### src/rtl/post_code_pkg.sv
package post_code_pkg;
  localparam int CODE_W = 8;
  localparam int NIB_W  = 4;
  localparam int SEG_W  = 7;
  localparam logic [CODE_W-1:0] BLANK_CODE = 8'hFF;
  localparam logic [NIB_W-1:0]  CPU_BASE   = 4'hA;

  // bit0 = a ... bit6 = g
  function automatic logic [SEG_W-1:0] hex_glyph(input logic [NIB_W-1:0] n);
    case (n)
      4'h0: hex_glyph = 7'h3F;
      4'h1: hex_glyph = 7'h06;
      4'h2: hex_glyph = 7'h5B;
      4'h3: hex_glyph = 7'h4F;
      4'h4: hex_glyph = 7'h66;
      4'h5: hex_glyph = 7'h6D;
      4'h6: hex_glyph = 7'h7D;
      4'h7: hex_glyph = 7'h07;
      4'h8: hex_glyph = 7'h7F;
      4'h9: hex_glyph = 7'h6F;
      4'hA: hex_glyph = 7'h77;
      4'hB: hex_glyph = 7'h7C;
      4'hC: hex_glyph = 7'h39;
      4'hD: hex_glyph = 7'h5E;
      4'hE: hex_glyph = 7'h79;
      default: hex_glyph = 7'h71;
    endcase
  endfunction
endpackage

### src/rtl/post_port_latch.sv
module post_port_latch
  import post_code_pkg::*;
#(
  parameter int ADDR_W = 16,
  parameter logic [ADDR_W-1:0] PORT_ADDR = 'h80
) (
  input  logic              clk_i,
  input  logic              rst_ni,
  input  logic              we_i,
  input  logic [ADDR_W-1:0] addr_i,
  input  logic [CODE_W-1:0] wdata_i,
  output logic [CODE_W-1:0] code_o
);
  logic hit;
  assign hit = we_i && (addr_i == PORT_ADDR);

  always_ff @(posedge clk_i or negedge rst_ni) begin
    if (!rst_ni)  code_o <= '0;
    else if (hit) code_o <= wdata_i;
  end
endmodule

### src/rtl/post_fail_ctl.sv
module post_fail_ctl
  import post_code_pkg::*;
#(
  parameter int NUM_CPU      = 2,
  parameter int DIMM_PER_CPU = 12,
  parameter int FLASH_PERIOD = 16,
  parameter int CPU_W        = 2
) (
  input  logic              clk_i,
  input  logic              rst_ni,
  input  logic              valid_i,
  input  logic [CPU_W-1:0]  cpu_i,
  input  logic [NIB_W-1:0]  dimm_i,
  input  logic              clr_i,
  output logic              fail_o,
  output logic              show_o,
  output logic [CODE_W-1:0] code_o
);
  localparam int CNT_W = (FLASH_PERIOD > 2) ? $clog2(FLASH_PERIOD) : 1;
  localparam logic [CNT_W-1:0] LAST = CNT_W'(FLASH_PERIOD - 1);
  localparam logic [CNT_W-1:0] HALF = CNT_W'(FLASH_PERIOD / 2);

  logic             accept;
  logic [CNT_W-1:0] cnt_q;

  assign accept = valid_i && !clr_i &&
                  (int'(cpu_i) < NUM_CPU) && (int'(dimm_i) < DIMM_PER_CPU);

  always_ff @(posedge clk_i or negedge rst_ni) begin
    if (!rst_ni) begin
      fail_o <= 1'b0;
      code_o <= '0;
      cnt_q  <= '0;
    end else if (clr_i) begin
      fail_o <= 1'b0;
      cnt_q  <= '0;
    end else if (accept) begin
      fail_o <= 1'b1;
      code_o <= {CPU_BASE + NIB_W'(cpu_i), dimm_i};
      cnt_q  <= '0;
    end else if (fail_o) begin
      cnt_q  <= (cnt_q == LAST) ? '0 : cnt_q + 1'b1;
    end
  end

  assign show_o = (cnt_q < HALF);
endmodule

### src/rtl/post_seg_dec.sv
module post_seg_dec
  import post_code_pkg::*;
(
  input  logic [NIB_W-1:0] nib_i,
  output logic [SEG_W-1:0] seg_o
);
  assign seg_o = hex_glyph(nib_i);
endmodule

### src/rtl/post_code_drv.sv
module post_code_drv
  import post_code_pkg::*;
#(
  parameter int ADDR_W       = 16,
  parameter logic [ADDR_W-1:0] PORT_ADDR = 'h80,
  parameter int NUM_CPU      = 2,
  parameter int DIMM_PER_CPU = 12,
  parameter int FLASH_PERIOD = 16
) (
  input  logic              clk_i,
  input  logic              rst_ni,
  input  logic              bus_we_i,
  input  logic [ADDR_W-1:0] bus_addr_i,
  input  logic [7:0]        bus_wdata_i,
  input  logic              src_gpio_i,
  input  logic [7:0]        gpio_i,
  input  logic              fail_valid_i,
  input  logic [1:0]        fail_cpu_i,
  input  logic [3:0]        fail_dimm_i,
  input  logic              fail_clr_i,
  output logic [7:0]        hdr_o,
  output logic [6:0]        seg_lo_o,
  output logic [6:0]        seg_hi_o,
  output logic              fail_mode_o
);
  localparam int NUM_DIG = CODE_W / NIB_W;

  logic [CODE_W-1:0] port_code, fail_code, norm_code;
  logic              fail_show;
  logic [SEG_W-1:0]  seg_arr [NUM_DIG];

  post_port_latch #(.ADDR_W(ADDR_W), .PORT_ADDR(PORT_ADDR)) u_latch (
    .clk_i, .rst_ni,
    .we_i(bus_we_i), .addr_i(bus_addr_i), .wdata_i(bus_wdata_i),
    .code_o(port_code)
  );

  post_fail_ctl #(
    .NUM_CPU(NUM_CPU), .DIMM_PER_CPU(DIMM_PER_CPU),
    .FLASH_PERIOD(FLASH_PERIOD), .CPU_W(2)
  ) u_fail (
    .clk_i, .rst_ni,
    .valid_i(fail_valid_i), .cpu_i(fail_cpu_i), .dimm_i(fail_dimm_i),
    .clr_i(fail_clr_i),
    .fail_o(fail_mode_o), .show_o(fail_show), .code_o(fail_code)
  );

  assign norm_code = src_gpio_i ? gpio_i : port_code;
  assign hdr_o = fail_mode_o ? (fail_show ? fail_code : BLANK_CODE) : norm_code;

  for (genvar d = 0; d < NUM_DIG; d++) begin : g_dig
    post_seg_dec u_dec (.nib_i(hdr_o[d*NIB_W +: NIB_W]), .seg_o(seg_arr[d]));
  end

  assign seg_lo_o = seg_arr[0];
  assign seg_hi_o = seg_arr[NUM_DIG-1];
endmodule

### config.mk
export PLATFORM = sky130hd
export DESIGN_NAME = post_code_drv
export DESIGN_NICKNAME = d
export VERILOG_FILES = /design/src/rtl/post_code_pkg.sv /design/src/rtl/post_port_latch.sv /design/src/rtl/post_fail_ctl.sv /design/src/rtl/post_seg_dec.sv /design/src/rtl/post_code_drv.sv
export SDC_FILE = /design/constraint.sdc
export NUM_CORES = 1
export LEC_CHECK = 0
export BUFFER_PORTS_ARGS = -buffer_cell sky130_fd_sc_hd__buf_4
export CAP_MARGIN = 20
export CORE_MARGIN = 2
export CORE_UTILIZATION = 37
export DETAILED_ROUTE_END_ITERATION = 10
export PLACE_DENSITY = 0.68
export SLEW_MARGIN = 20
export SYNTH_ARGS = -nofsm -noshare
export SYNTH_HDL_FRONTEND = slang
export SYNTH_HIERARCHICAL = 1
export SYNTH_SLANG_ARGS = --single-unit
### constraint.sdc
create_clock -name clk_i -period 7.3 [get_ports clk_i]
set_input_delay 1.46 -clock clk_i [delete_from_list [all_inputs] [get_ports clk_i]]
set_output_delay 1.46 -clock clk_i [all_outputs]
set_load 0.1 [all_outputs]
# After elaboration in Yosys (flattened, before gate mapping)
# Memory sizes are Yosys's and may differ from the RTL's.
# Cells that the tools add are included.
# totals
regBits	21
rom_bits	224
inputBits	44
out_inout_bits	23
elab_cells	31
memories	2
# mem_list
name	depth	word_bits	rd	rd_clocked_by_memory_dff	write_ports	line	rtl
(name not given)	16	7	1	0	0	post_code_pkg.sv:10	case (n)
(name not given)	16	7	1	0	0	post_code_pkg.sv:10	
# classes
add_sub_neg	2
order_cmp	3
eq_ne	2
muxes	9
bitwise	1
n_reduce_logical	8
# ops
operator	n
8-bit two-way mux	3
16-bit by 8-bit equality test with 1-bit output (second input constant)	1
4-bit two-way mux	4
4-bit less-than comparator (second input constant)	2
4-bit by 1-bit adder with 4-bit output (second input constant)	1
4-bit by 2-bit adder with 4-bit output (first input constant)	1
4-bit equality test (second input constant)	1
1-bit logical AND	4
3-bit nonzero test	1
2-bit less-than comparator (second input constant)	1
1-bit two-way mux	2
2-bit AND reduction	1
2-bit nonzero test	1
1-bit zero test	1
1-bit inverter	1

# Depth between registers and ports, before layout
# logic_depth
depth_word	6
mapped_depth	7
depth_no_buf	7

# Cells and area by module
# The synthesis kept the hierarchy.
# by_module_without_submodules
mod	n_inst	cells_per_inst	area_per_inst_um2	seq_area_each_um2
post_seg_dec	2	33	287.8	0.0
post_fail_ctl	1	44	558.0	325.3
post_port_latch	1	22	350.3	200.2
post_code_drv	1	20	212.7	0.0

# Least setup slack after synthesis
# OpenSTA, ideal clock, no wires.
# synth_path
path_type	input-to-output
startpoint	input port src_gpio_i
endpoint	output port seg_hi_o[5]
arrival_time_ns	5.808
required_ns	5.840
slack_ns	0.032
stages	7
path_buffers	1
path_cell_list	buf_6 mux2i_1 mux2i_1 inv_1 ha_1 mux2_2 a21oi_1
# synth_between
elab_chain_cells	3
# synth_lines
element	line	rtl
from (decl)	post_code_drv.sv:15	input logic src_gpio_i,
8-bit two-way mux	post_code_drv.sv:48	assign norm_code = src_gpio_i ? gpio_i : port_code;
8-bit two-way mux	post_code_drv.sv:49	assign hdr_o = fail_mode_o ? (fail_show ? fail_code : BLANK_CODE) : norm_code;
net hdr_o[5]	post_code_drv.sv:21	output logic [7:0] hdr_o,
memory 16 x 7 bit	--	
to (decl)	post_code_drv.sv:23	output logic [6:0] seg_hi_o,
# The timed path passes the listed nets, and every way through them passes these cells.

# Worst setup path after layout
# layout_path
startpoint	input port src_gpio_i
endpoint	output port seg_hi_o[3]
# layout_between
elab_chain_cells	3
# layout_lines
element	line
8-bit two-way mux	post_code_drv.sv:48
8-bit two-way mux	post_code_drv.sv:49
memory 16 x 7 bit	--
# Every way passes these cells.

==> results.ini <==
[clocking]
clk-insertion-delay-late_ns = 0.26
post_cts_buffers = 0
ctsHoldBuffers = 0
clock-sinks = 21
cts_root_buffer = clkbuf_8
cts_buffer_depth = 2
cts_buffers = 3
cts_resized = 0
path_clk_slew_ns = 0.07
htreeDepth = 1
cts_tree = yes

[finish]
fin_area_um2 = 2250
drive_gt1_share_pct = 48.8
fin_nets = 275
areaGrowthSynthToFinish_pct = 32.6
nFillCells = 411
antenna-diode-count = 0

[worst_setup_path]
crit_arrival_ns = 3.42
required_ns = 5.84
max_stage_delay_ns = 0.48
worst_setup_path_start_kind = primary input
end_kind = primary output
cpMaxStageDelayCell = mux4_1
worstPathCellList = buf_4, mux2i_1, mux2i_1, inv_1, ha_1, mux4_1, buf_4
cp_max_fo = 8
path_class = primary input to primary output

[timing]
setup_viol = 0
min_period_ns = 4.88
clock_skew_ns = 0.000547
maxSlewHeadroom_pct = 60.8
setup_tns_ns = 0
layout_worst_path_cycle_share_pct = 66.8
slew_violations = 0
hold_viol_final = 0
grt_setup_unrepaired = false
worstMarginPinSlew_ns = 0.583
fmax_mhz = 205

[grt]
grtUsageMet3_pct = 1.69
use_met1_pct = 22.0
grt_max_degree = 22
grt-ovfl-total = 0
grt_pass1_wl_mm = 6.21
grt_pass1_vias = 1319
track_usage_pct = 15.0
grtUsageMet2_pct = 23.7
antenna_found_initial = 0
grt_busiest_layer = met2

[logic_synthesis]
synth_warnings = 6
avgSynthCellArea_um2 = 11.2
synth_area_leaders = dfrtp_1, mux2_2, ha_1
syn-num-nets = 211
synth_cell_types = 36
yosysSeqAreaShare_pct = 31.0
syn_area_um2 = 1700
synth_top_area_share_pct = 31.0
syn_inst = 152
synth_area_leader_cell = dfrtp_1
synth_seq_cells = 21

[routing]
num_vias = 1338
drt_first_pass_iters = 4
totalWireLength_mm = 3.70
drtIter0Drc = 49
viasPerCell = 5.01
wire_per_inst_um = 13.8
drcViolationCount = 0
postRouteAntennaNets = 0

[die]
die_h_um = 71.7
die_area_um2 = 5140
core_area_um2 = 4380
io_pins = 67
die_w_um = 71.7
fp-row-count = 24
start_util_pct = 38.7

[power]
leakage_nw = 1.07
p_per_area_nw_per_um2 = 216
peakVddDrop_uv = 91.6

[placement]
io_buffers = 66
place_area_um2 = 2200
gp_congestion = 0.772
dp_hpwl_mm = 3.03

[run]
cap_violations = 0

[run_status]
status = finished, final reports clean

[hold_path]
hold_class = register to register

## through the flow
stage	instances	power, W	worst slack (ns)	util (%)	hold WS (ns)
3_5_place_dp	263	0.000414	2.42	50.3	0.454
4_1_cts	267	0.000489	2.38	51.3	0.472
5_1_grt	267	0.000508	2.31	51.3	0.505
3_3_place_gp	263	0.000412	2.49	50.3	0.450
2_1_floorplan	152	0.000353	0.0316	-	0.440
6_report	267	0.000485	2.42	51.3	0.471
## flip-flops by register name, summed over array words and instances, names as in the netlist
name,count
u_latch/code_o,8
u_fail/code_o,8
u_fail/fail_o,1
u_fail/cnt_q,4
## worst max-delay path, delay by kind of cell
kind                     cells  cell delay [ns]
multiplexers                 3             1.02
buffers and inverters        3             0.61
adder cells (fa/ha/maj)      1             0.33
## where the power goes
group | internal (W) | switching [W]
clock network | 0.0000389 | 0.0000365
registers | 0.000123 | 0.00000586
logic | 0.0000796 | 0.000201
## cells in the final DEF (no fill, tap or decap), drive strengths merged
master / n
inv: 13
or4: 1
xor2: 1
o32a: 2
nor4b: 1
nand2: 4
and2b: 1
clkbuf: 4
o22a: 7
nor4: 3
nor3b: 1
and2: 1
a21oi: 8
nor2: 3
mux2: 26
nand3b: 3
a31o: 2
or2b: 2
or2: 2
a41oi: 1
mux4: 2
nand3: 3
nor2b: 3
mux2i: 7
nor3: 5
nand2b: 3
a21o: 1
buf: 66
dfrtp: 21
o31a: 2
o31ai: 1
ha: 15
## worst paths after layout
kind | startpoint | end | slack (ns) | depth (start not counted)
max | src_gpio_i | seg_hi_o[3] | 2.42 | 7
min | u_fail/code_o[7]$_DFFE_PN0P_ | u_fail/code_o[7]$_DFFE_PN0P_ | 0.47 | 1
max reg2reg | u_fail/fail_o$_DFFE_PN0P_ | u_fail/cnt_q[2]$_DFFE_PN0P_ | 6.14 | 3
min reg2reg | u_fail/code_o[7]$_DFFE_PN0P_ | u_fail/code_o[7]$_DFFE_PN0P_ | 0.47 | 1
max in group asynchronous | rst_ni | u_fail/cnt_q[1]$_DFFE_PN0P_ | 6.02 | 1
min in group asynchronous | rst_ni | u_latch/code_o[3]$_DFFE_PN0P_ | 1.07 | 1
## kinds of logic (layout without fill, tap and decap cells)
group,Yosys count,count (layout),synth area share (%)
and+or+nand+nor,36,36,14.6
buffers and inverters,20,83,5.97
adders and majority gates,15,15,11.1
muxes,35,35,26.0
DFF,21,21,31.0
AOI/OAI and AO/OA,24,24,10.8
xor gates and xnor gates,1,1,0.516
## metal layers
metal / routed length (um) / vias to the layer above / share of wire, %
met1: 1780 / 625 / 48
li1: - / 680 / -
met2: 1750 / 30 / 47
met5: 0 / - / 0
met3: 144 / 3 / 3.9
met4: 31 / 0 / 0.84
## synthesized netlist by cell type, drive strengths merged
library cell,instances
nor4,3
nor3b,1
nand3b,3
ha,15
nor4b,1
buf,5
and2,1
mux2i,7
nand2,4
inv,13
or2b,2
a31o,2
nor2,3
xor2,1
o22a,7
nand2b,3
a41oi,1
o32a,2
a21o,1
and2b,1
o31ai,1
o31a,2
nand3,3
or2,2
mux2,26
a21oi,8
clkbuf,2
nor2b,3
mux4,2
dfrtp,21
nor3,5
or4,1
## layout make-up
type                            count  area (um2)  share of cell area (%)
Inverter                           13        48.8                    2.17
Tap cell                           52        65.1                    2.89
Timing Repair Buffer               66         495                    22.0
Sequential cell                    21         526                    23.4
Clock buffer                        4        45.0                    2.00
Multi-Input combinational cell    111        1070                    47.6
(Power assumes the default switching activity.)
